[config.mk]
export PLATFORM = sky130hd
export DESIGN_NAME = port_irq_aggregator
export DESIGN_NICKNAME = d
export VERILOG_FILES = /design/src/rtl/irq_agg_pkg.sv /design/src/rtl/irq_agg_ctrl.sv /design/src/rtl/irq_agg_dp.sv /design/src/rtl/port_irq_aggregator.sv
export SDC_FILE = /design/constraint.sdc
export NUM_CORES = 1
export LEC_CHECK = 0
export BUFFER_PORTS_ARGS = -buffer_cell sky130_fd_sc_hd__buf_2
export CORE_MARGIN = 3
export CORE_UTILIZATION = 30
export CTS_BUF_LIST = sky130_fd_sc_hd__clkbuf_8
export CTS_CLUSTER_SIZE = 24
export DETAILED_ROUTE_END_ITERATION = 12
export GPL_TIMING_DRIVEN = 0
export PLACE_DENSITY = 0.54
export SYNTH_ARGS = -nofsm -noshare
export SYNTH_HDL_FRONTEND = slang
export SYNTH_HIERARCHICAL = 1
export SYNTH_SLANG_ARGS = --single-unit
export TNS_END_PERCENT = 1
[constraint.sdc]
create_clock -name clk -period 7 [get_ports clk]
set_clock_uncertainty 0.2 [all_clocks]
set_input_delay 1.75 -clock clk [delete_from_list [all_inputs] [get_ports clk]]
set_output_delay 1.75 -clock clk [all_outputs]
set_load 0.005 [all_outputs]
[src/rtl/irq_agg_pkg.sv]
package irq_agg_pkg;
  localparam int NUM_SRC    = 4;   // aperiodic sources per port
  localparam int MAX_PORT_W = 4;   // strobe struct carries up to 16 ports
  localparam int REG_IDX_W  = 3;   // register index field width

  // configuration register fields
  localparam int CFG_ON = 0;
  localparam int CFG_B1 = 1;
  localparam int CFG_B2 = 2;
  localparam int CFG_W  = 3;
  // interrupt-control register fields
  localparam int ICR_IE  = 0;
  localparam int ICR_SRC = 1;
  localparam int ICR_W   = 1 + NUM_SRC;

  typedef enum logic [2:0] {RD_NONE, RD_SUM, RD_CFG, RD_ICR, RD_DATA} rdKind_e;

  typedef struct packed {
    logic                  cfgWr;
    logic                  icrWr;
    logic [NUM_SRC-1:0]    clrSrc;
    logic [MAX_PORT_W-1:0] portSel;
    rdKind_e               rdKind;
    logic [1:0]            rdSrc;
  } aggStb_t;
endpackage

[src/rtl/irq_agg_ctrl.sv]
module irq_agg_ctrl
  import irq_agg_pkg::*;
#(
  parameter int NUM_PORTS = 4,
  parameter int PORT_W    = 2,
  parameter int ADDR_W    = 6
) (
  input  logic              wrEn,
  input  logic              rdEn,
  input  logic [ADDR_W-1:0] addr,
  output aggStb_t           stb
);
  logic              isPort;
  logic              portValid;
  logic [PORT_W-1:0] portIdx;
  logic [REG_IDX_W-1:0] regIdx;
  logic [REG_IDX_W-1:0] srcOff;

  always_comb begin
    isPort    = addr[ADDR_W-1];
    portIdx   = addr[REG_IDX_W +: PORT_W];
    regIdx    = addr[REG_IDX_W-1:0];
    portValid = (int'(portIdx) < NUM_PORTS);
    srcOff    = regIdx - REG_IDX_W'(2);

    stb         = '0;
    stb.rdKind  = RD_NONE;
    stb.portSel = MAX_PORT_W'(portIdx);
    stb.rdSrc   = srcOff[1:0];

    if (!isPort) begin
      stb.rdKind = RD_SUM;
    end else if (portValid) begin
      case (regIdx)
        3'd0:                   stb.rdKind = RD_CFG;
        3'd1:                   stb.rdKind = RD_ICR;
        3'd2, 3'd3, 3'd4, 3'd5: stb.rdKind = RD_DATA;
        default:                stb.rdKind = RD_NONE;
      endcase
    end

    stb.cfgWr = wrEn && (stb.rdKind == RD_CFG);
    stb.icrWr = wrEn && (stb.rdKind == RD_ICR);
    for (int s = 0; s < NUM_SRC; s++) begin
      stb.clrSrc[s] = rdEn && (stb.rdKind == RD_DATA) && (stb.rdSrc == 2'(s));
    end
  end
endmodule

[src/rtl/irq_agg_dp.sv]
module irq_agg_dp
  import irq_agg_pkg::*;
#(
  parameter int NUM_PORTS = 4,
  parameter int PORT_W    = 2,
  parameter int DATA_W    = 16,
  localparam int EVT_W    = NUM_PORTS * NUM_SRC
) (
  input  logic                 clk,
  input  logic                 rstN,
  input  aggStb_t              stb,
  input  logic [DATA_W-1:0]    wrData,
  input  logic [EVT_W-1:0]     evtIn,
  input  logic [NUM_PORTS-1:0] b1Req,
  input  logic [NUM_PORTS-1:0] b2Req,
  output logic [DATA_W-1:0]    rdData,
  output logic [EVT_W-1:0]     flagVec,
  output logic                 irqOut
);
  logic [CFG_W*NUM_PORTS-1:0] cfgFlat;
  logic [ICR_W*NUM_PORTS-1:0] icrFlat;
  logic [NUM_PORTS-1:0]       portIrq;
  logic [EVT_W-1:0]           sumVec;

  for (genvar p = 0; p < NUM_PORTS; p++) begin : g_port
    logic               sel;
    logic [CFG_W-1:0]   cfgQ;
    logic [ICR_W-1:0]   icrQ;
    logic [NUM_SRC-1:0] flagQ;
    logic [NUM_SRC-1:0] clrHit;
    logic               aperHit;
    logic               perHit;

    assign sel    = (stb.portSel == MAX_PORT_W'(p));
    assign clrHit = stb.clrSrc & {NUM_SRC{sel}};

    always_ff @(posedge clk or negedge rstN) begin
      if (!rstN) begin
        cfgQ  <= '0;
        icrQ  <= '0;
        flagQ <= '0;
      end else begin
        if (stb.cfgWr && sel) cfgQ <= wrData[CFG_W-1:0];
        if (stb.icrWr && sel) icrQ <= wrData[ICR_W-1:0];
        // a new event wins over a clearing read in the same cycle
        flagQ <= evtIn[p*NUM_SRC +: NUM_SRC] | (flagQ & ~clrHit);
      end
    end

    assign aperHit = |(flagQ & icrQ[ICR_SRC +: NUM_SRC]);
    assign perHit  = (b1Req[p] && cfgQ[CFG_B1]) || (b2Req[p] && cfgQ[CFG_B2]);
    assign portIrq[p] = cfgQ[CFG_ON] && icrQ[ICR_IE] && (aperHit || perHit);

    assign cfgFlat[p*CFG_W +: CFG_W]       = cfgQ;
    assign icrFlat[p*ICR_W +: ICR_W]       = icrQ;
    assign flagVec[p*NUM_SRC +: NUM_SRC]   = flagQ;
    for (genvar s = 0; s < NUM_SRC; s++) begin : g_sum
      assign sumVec[s*NUM_PORTS + p] = flagQ[s];
    end
  end

  always_ff @(posedge clk or negedge rstN) begin
    if (!rstN) irqOut <= 1'b0;
    else       irqOut <= |portIrq;
  end

  always_comb begin
    int rp;
    rp     = int'(stb.portSel[PORT_W-1:0]);
    rdData = '0;
    case (stb.rdKind)
      RD_SUM:  rdData = DATA_W'(sumVec);
      RD_CFG:  rdData = DATA_W'(cfgFlat[rp*CFG_W +: CFG_W]);
      RD_ICR:  rdData = DATA_W'(icrFlat[rp*ICR_W +: ICR_W]);
      RD_DATA: rdData[0] = flagVec[rp*NUM_SRC + int'(stb.rdSrc)];
      default: rdData = '0;
    endcase
  end
endmodule

[src/rtl/port_irq_aggregator.sv]
module port_irq_aggregator
  import irq_agg_pkg::*;
#(
  parameter int  NUM_PORTS = 4,
  localparam int PORT_W    = (NUM_PORTS > 1) ? $clog2(NUM_PORTS) : 1,
  localparam int ADDR_W    = 1 + PORT_W + REG_IDX_W,
  localparam int EVT_W     = NUM_PORTS * NUM_SRC,
  localparam int DATA_W    = (EVT_W > 8) ? EVT_W : 8
) (
  input  logic                 clk,
  input  logic                 rstN,
  input  logic [EVT_W-1:0]     evtIn,
  input  logic [NUM_PORTS-1:0] b1Req,
  input  logic [NUM_PORTS-1:0] b2Req,
  input  logic                 wrEn,
  input  logic                 rdEn,
  input  logic [ADDR_W-1:0]    addr,
  input  logic [DATA_W-1:0]    wrData,
  output logic [DATA_W-1:0]    rdData,
  output logic                 irqOut
);
  aggStb_t          stb;
  logic [EVT_W-1:0] flagVec;

  irq_agg_ctrl #(
    .NUM_PORTS(NUM_PORTS), .PORT_W(PORT_W), .ADDR_W(ADDR_W)
  ) i_ctrl (
    .wrEn(wrEn), .rdEn(rdEn), .addr(addr), .stb(stb)
  );

  irq_agg_dp #(
    .NUM_PORTS(NUM_PORTS), .PORT_W(PORT_W), .DATA_W(DATA_W)
  ) i_dp (
    .clk(clk), .rstN(rstN), .stb(stb), .wrData(wrData), .evtIn(evtIn),
    .b1Req(b1Req), .b2Req(b2Req), .rdData(rdData), .flagVec(flagVec),
    .irqOut(irqOut)
  );
endmodule

### Yosys cells after proc, flatten, opt, wreduce, memory -nomap -nowiden

Index checks and enable logic that the tools add are counted.

* add/sub/neg operators: 2
* multiply operators: 2
* order comparisons: 1
* equality and inequality tests: 15
* shift operators: 2
* multiplexer cells: 7
* bitwise logic cells: 20
* reductions and logical operators: 48

Operators with widths (number)
* $and 4x4->4: 12
* $pmux 15 s3: 1
* $lt 32x6->1 const B: 1
* $shiftx 12x32->3: 1
* $shiftx 20x32->5: 1
* $logic_and 1x1->1: 31
* $reduce_or 4->1: 6
* $not 4->4: 4
* $or 4x4->4: 4
* $eq 3x2->1 const B: 4
* $eq 3x3->1 const B: 3
* $pmux 3 s3: 1
* $eq 2x2->1 const B: 4
* $logic_or 1x1->1: 8
* $eq 3x1->1 const B: 2
* $add 4x2->5: 1
* $mul 2x3->5 const B: 1
* $bmux 1 s4: 1
* $eq 2x1->1 const B: 2
* $logic_not 4->1: 1
* $mul 2x2->4 const B: 1
* $pmux 1 s4: 1
* $logic_not 3->1: 1
* $mux 3: 1
* other kinds (3): 4

* register bits: 49
* logic and storage cells: 110

### Logic depth before layout (Yosys ltp)

* word-level depth: 11
* mapped depth: 8
* gate-level depth less buffers: 6

### Modules after synthesis

Netlist, hierarchy kept.

Modules (own cells, without submodules)
* irq_agg_dp: times used 1, cells each 197, area each 2613.8 sq um, sequential area each 1226.2 sq um
* irq_agg_ctrl: times used 1, cells each 23, area each 141.4 sq um, sequential area each 0.0 sq um

### Worst setup path before layout

OpenSTA, ideal clock, no wires.

* path type: in2out
* start point: input port addr[1]
* end point: output port rdData[10]
* data arrival time: 3002 ps
* setup slack: 2048 ps
* stages on the path: 8
* buffers on the path: 3
* cells stage by stage: clkbuf_2 -> nand2b_4 -> o21ai_1 -> clkbuf_1 -> nand2b_1 -> nor2_1 -> clkbuf_1 -> and2_1

RTL lines
* start: declaration: RTL line port_irq_aggregator.sv:17 `input logic [ADDR_W-1:0] addr,`
* end: declaration: RTL line port_irq_aggregator.sv:19 `output logic [DATA_W-1:0] rdData,`

==> flow_summary.yaml <==
power_and_ir_drop:
  seq_power_share_pct: 50.3
  peakVddDrop_uv: 107
  p_total_uw: 597
  switching_share_pct: 26.0
  power.share.clock_pct: 34.9
  p_int_uw: 442
  power.leakage_uw: 0.00151
  power_density_nw_per_um2: 183
  switchingPower_uw: 155
  combPwrFrac_pct: 14.8
cells_and_area:
  fill_cells: 888
  final_util_pct: 37.0
  seq_area_um2: 1230
  nets: 330
  syn2layout_area_growth_pct: 18.4
  final_cell_count_no_fill: 388
  diodes: 0
  multiInputGateArea_um2: 1460
  drive_above_1_share_pct: 39.3
grt:
  grt_use_total_pct: 15.6
  grt-ovfl-total: 0
  grt_pass1_vias: 2150
  grt_start_max_net_pins: 50
  grt_pass1_wl_mm: 12.0
  antenna_found_initial: 0
clock_tree:
  cts_max_level: 2
  clock-sinks: 49
  clock_latency_ns: 0.30
  path_clk_slew_ns: 0.10
  root_buffer: "clkbuf_8"
  post_cts_resized: 0
  cts_buffers: 5
  tritoncts: "done"
  cts_buffer_depth: 2
  post-cts-setup-buffers: 0
  postCtsHoldBufs: 0
route:
  dr.pass1.iters: 4
  drc: 0
  vias: 2026
  avgRoutedWirePerCell_um: 19.6
  wl_mm: 7.59
  drt_iter0_markers: 92
  ant_nets: 0
  vias_per_cell: 5.22
worst_hold_path:
  hold_path.startpoint: "i_dp/g_port[0].cfgQ[2]$_DFFE_PN0P_"
  worstHoldEndpoint: "i_dp/g_port[0].cfgQ[2]$_DFFE_PN0P_"
  holdCritPathClass: "flop to flop"
  min_path_cells: 1
worst_setup_path:
  cp.required_ns: 5.05
  timing.critical_path.mode_cell: "clkbuf_1"
  critPathMaxStageDelay_ns: 0.41
  critPathBufInv: 4
  critPathTopFamily: "buffers and inverters"
  cp_cell_sequence: "clkbuf_2 > nand2b_4 > o21ai_1 > clkbuf_1 > nand2b_1 > nor2_1 > clkbuf_1 > and2_1 > buf_2"
  ff2ff_setup_slack_ns: 5.62
  crit_path_top_delay_cell: "clkbuf_1"
  r2r-start: "i_dp/g_port[3].icrQ[1]$_DFFE_PN0P_"
  end_kind: "output pin"
  critical_path_class: "input port to output pin"
  start_kind: "input port"
  r2r_end: "i_dp/irqOut$_DFF_PN0_"
  arrival_ns: 3.47
  r2r_cells: 4
  crit_fanout: 10
timing:
  period_minus_slack_ns: 5.42
  maxClockFrequency_mhz: 184
  relSlewSlack_pct: 25.8
  whs_ns: 0.328
  timing.setup.tns_ns: 0
  rsz0062_at_grt: "false"
  period_share_pct: 77.5
  setup_violations: 0
  report.final.slew_viol_count: 0
  worst_pin_slew_ns: 1.11
  finalHoldViolCount: 0
floorplan:
  dieWidth_um: 102
  core_area_um2: 8810
  rows: 34
  start_util_pct: 31.3
  io-pin-count: 67
  dieArea_um2: 10400
  die_h_um: 102
placement:
  placed_cells: 381
  place_congestion: 0.877
  dpl.hpwl_mm: 5.89
  io_buffers: 52
logic_synthesis:
  post_synth.cell_area_avg_um2: 12.5
  synth_top_cell_by_area: "dfrtp_1"
  yosysUniqueCellTypes: 38
  synth_edf_count: 0
  synthFlopType: "dfrtp_1"
  seq_area_frac_synth_pct: 44.5
  synth_cells: 220
  yosys_warnings: 6
  synth_seq_cells: 49
  synthTopCellsByArea: "dfrtp_1, mux2_2, mux4_2, mux2_4, mux4_1"
  async_flop_share_pct: 100
  syn_area_um2: 2760
  synth_top_area_share_pct: 44.5
flow_run:
  drv_cap: 0
run_status:
  status: "completed"
[power by group through the flow]
stage	combinational (uW)	clock [uW]	sequential (uW)
6_report	88.5	208	300
5_1_grt	98.2	228	302
4_1_cts	89.9	212	300
3_5_place_dp	89.8	0	306
3_3_place_gp	88.2	0	306
2_1_floorplan	50.2	0	302
[logic make-up after synthesis]
| family | after synthesis | share of synthesized area, % |
|---|---|---|
| DFF | 49 | 44.5 |
| and+or+nand+nor | 69 | 15.3 |
| buffers and inverters | 13 | 2.82 |
| AOI/OAI and AO/OA | 36 | 9.40 |
| other | 1 | 0.136 |
| xor gates and xnor gates | 1 | 0.318 |
| muxes | 51 | 27.5 |
[layer usage]
| metal | GRT usage (%) | vias up | share of wire [%] |
|---|---|---|---|
| met5 | 0 | - | 0 |
| met4 | 3.83 | 0 | 0.90 |
| met3 | 3.00 | 4 | 5.2 |
| met2 | 25.4 | 45 | 49 |
| met1 | 21.6 | 1045 | 45 |
| li1 | - | 932 | - |
[how the worst max path moves through the flow]
stage / startpoint / endpoint / depth (start not counted)
after floorplan: addr[1] / rdData[10] / 8
after global placement: addr[1] / rdData[14] / 9
after detailed placement: addr[1] / rdData[14] / 9
after CTS: addr[1] / rdData[7] / 9
after global routing: addr[1] / rdData[14] / 9
final: addr[1] / rdData[14] / 9
[final cells by class]
class / count / share of cell area (%)
Timing Repair Buffer: 52 / 7.98
Clock inverter: 2 / 1.19
Buffer: 11 / 2.15
Multi-Input combinational cell: 159 / 44.6
Sequential cell: 49 / 37.6
Tap cell: 108 / 4.14
Clock buffer: 5 / 2.11
Inverter: 2 / 0.230
[cell usage after synthesis (3+ instances only)]
cell type  number
a21o_1         16
a21oi_1         3
a22oi_1        12
and2_1         12
buf_4           5
clkbuf_1        3
dfrtp_1        49
mux2_1          6
mux2_2         17
mux2_4         10
mux2i_1         6
mux4_1          5
mux4_2          7
nand2_1        21
nand3_1        10
nor2_1          9
[layout by cell type, fill, tap and decap left out, types with 2 or more instances in the layout]
master    Yosys  final
a211oi_1      2      2
a21o_1       16     16
a21oi_1       3      3
a22oi_1      12     12
and2_1       12     12
buf_2         1     53
buf_4         5      5
clkbuf_1      3      3
clkbuf_8      0      5
conb_1        1      2
dfrtp_1      49     49
inv_1         2      2
mux2_1        6      6
mux2_2       17     17
mux2_4       10     10
mux2i_1       6      6
mux4_1        5      5
mux4_2        7      7
nand2_1      21     21
nand2_2       2      2
nand2_4       2      2
nand3_1      10     10
nand3b_1      2      2
nor2_1        9      9
nor3_1        2      2
nor4b_4       2      2
[flip-flops by register name, indices dropped and copies added (netlist names)]
register	cells
i_dp/g_port.cfgQ	12
i_dp/irqOut	1
i_dp/g_port.flagQ	16
i_dp/g_port.icrQ	20
[metrics by stage]
stage,setup WS [ns],area (um2)
finish,1.58,3260
global route,1.37,3260
CTS,1.56,3260
detailed placement,1.57,3150
global placement,1.59,3150
floorplan,2.05,2760
Power figures use the tool's default switching activity.
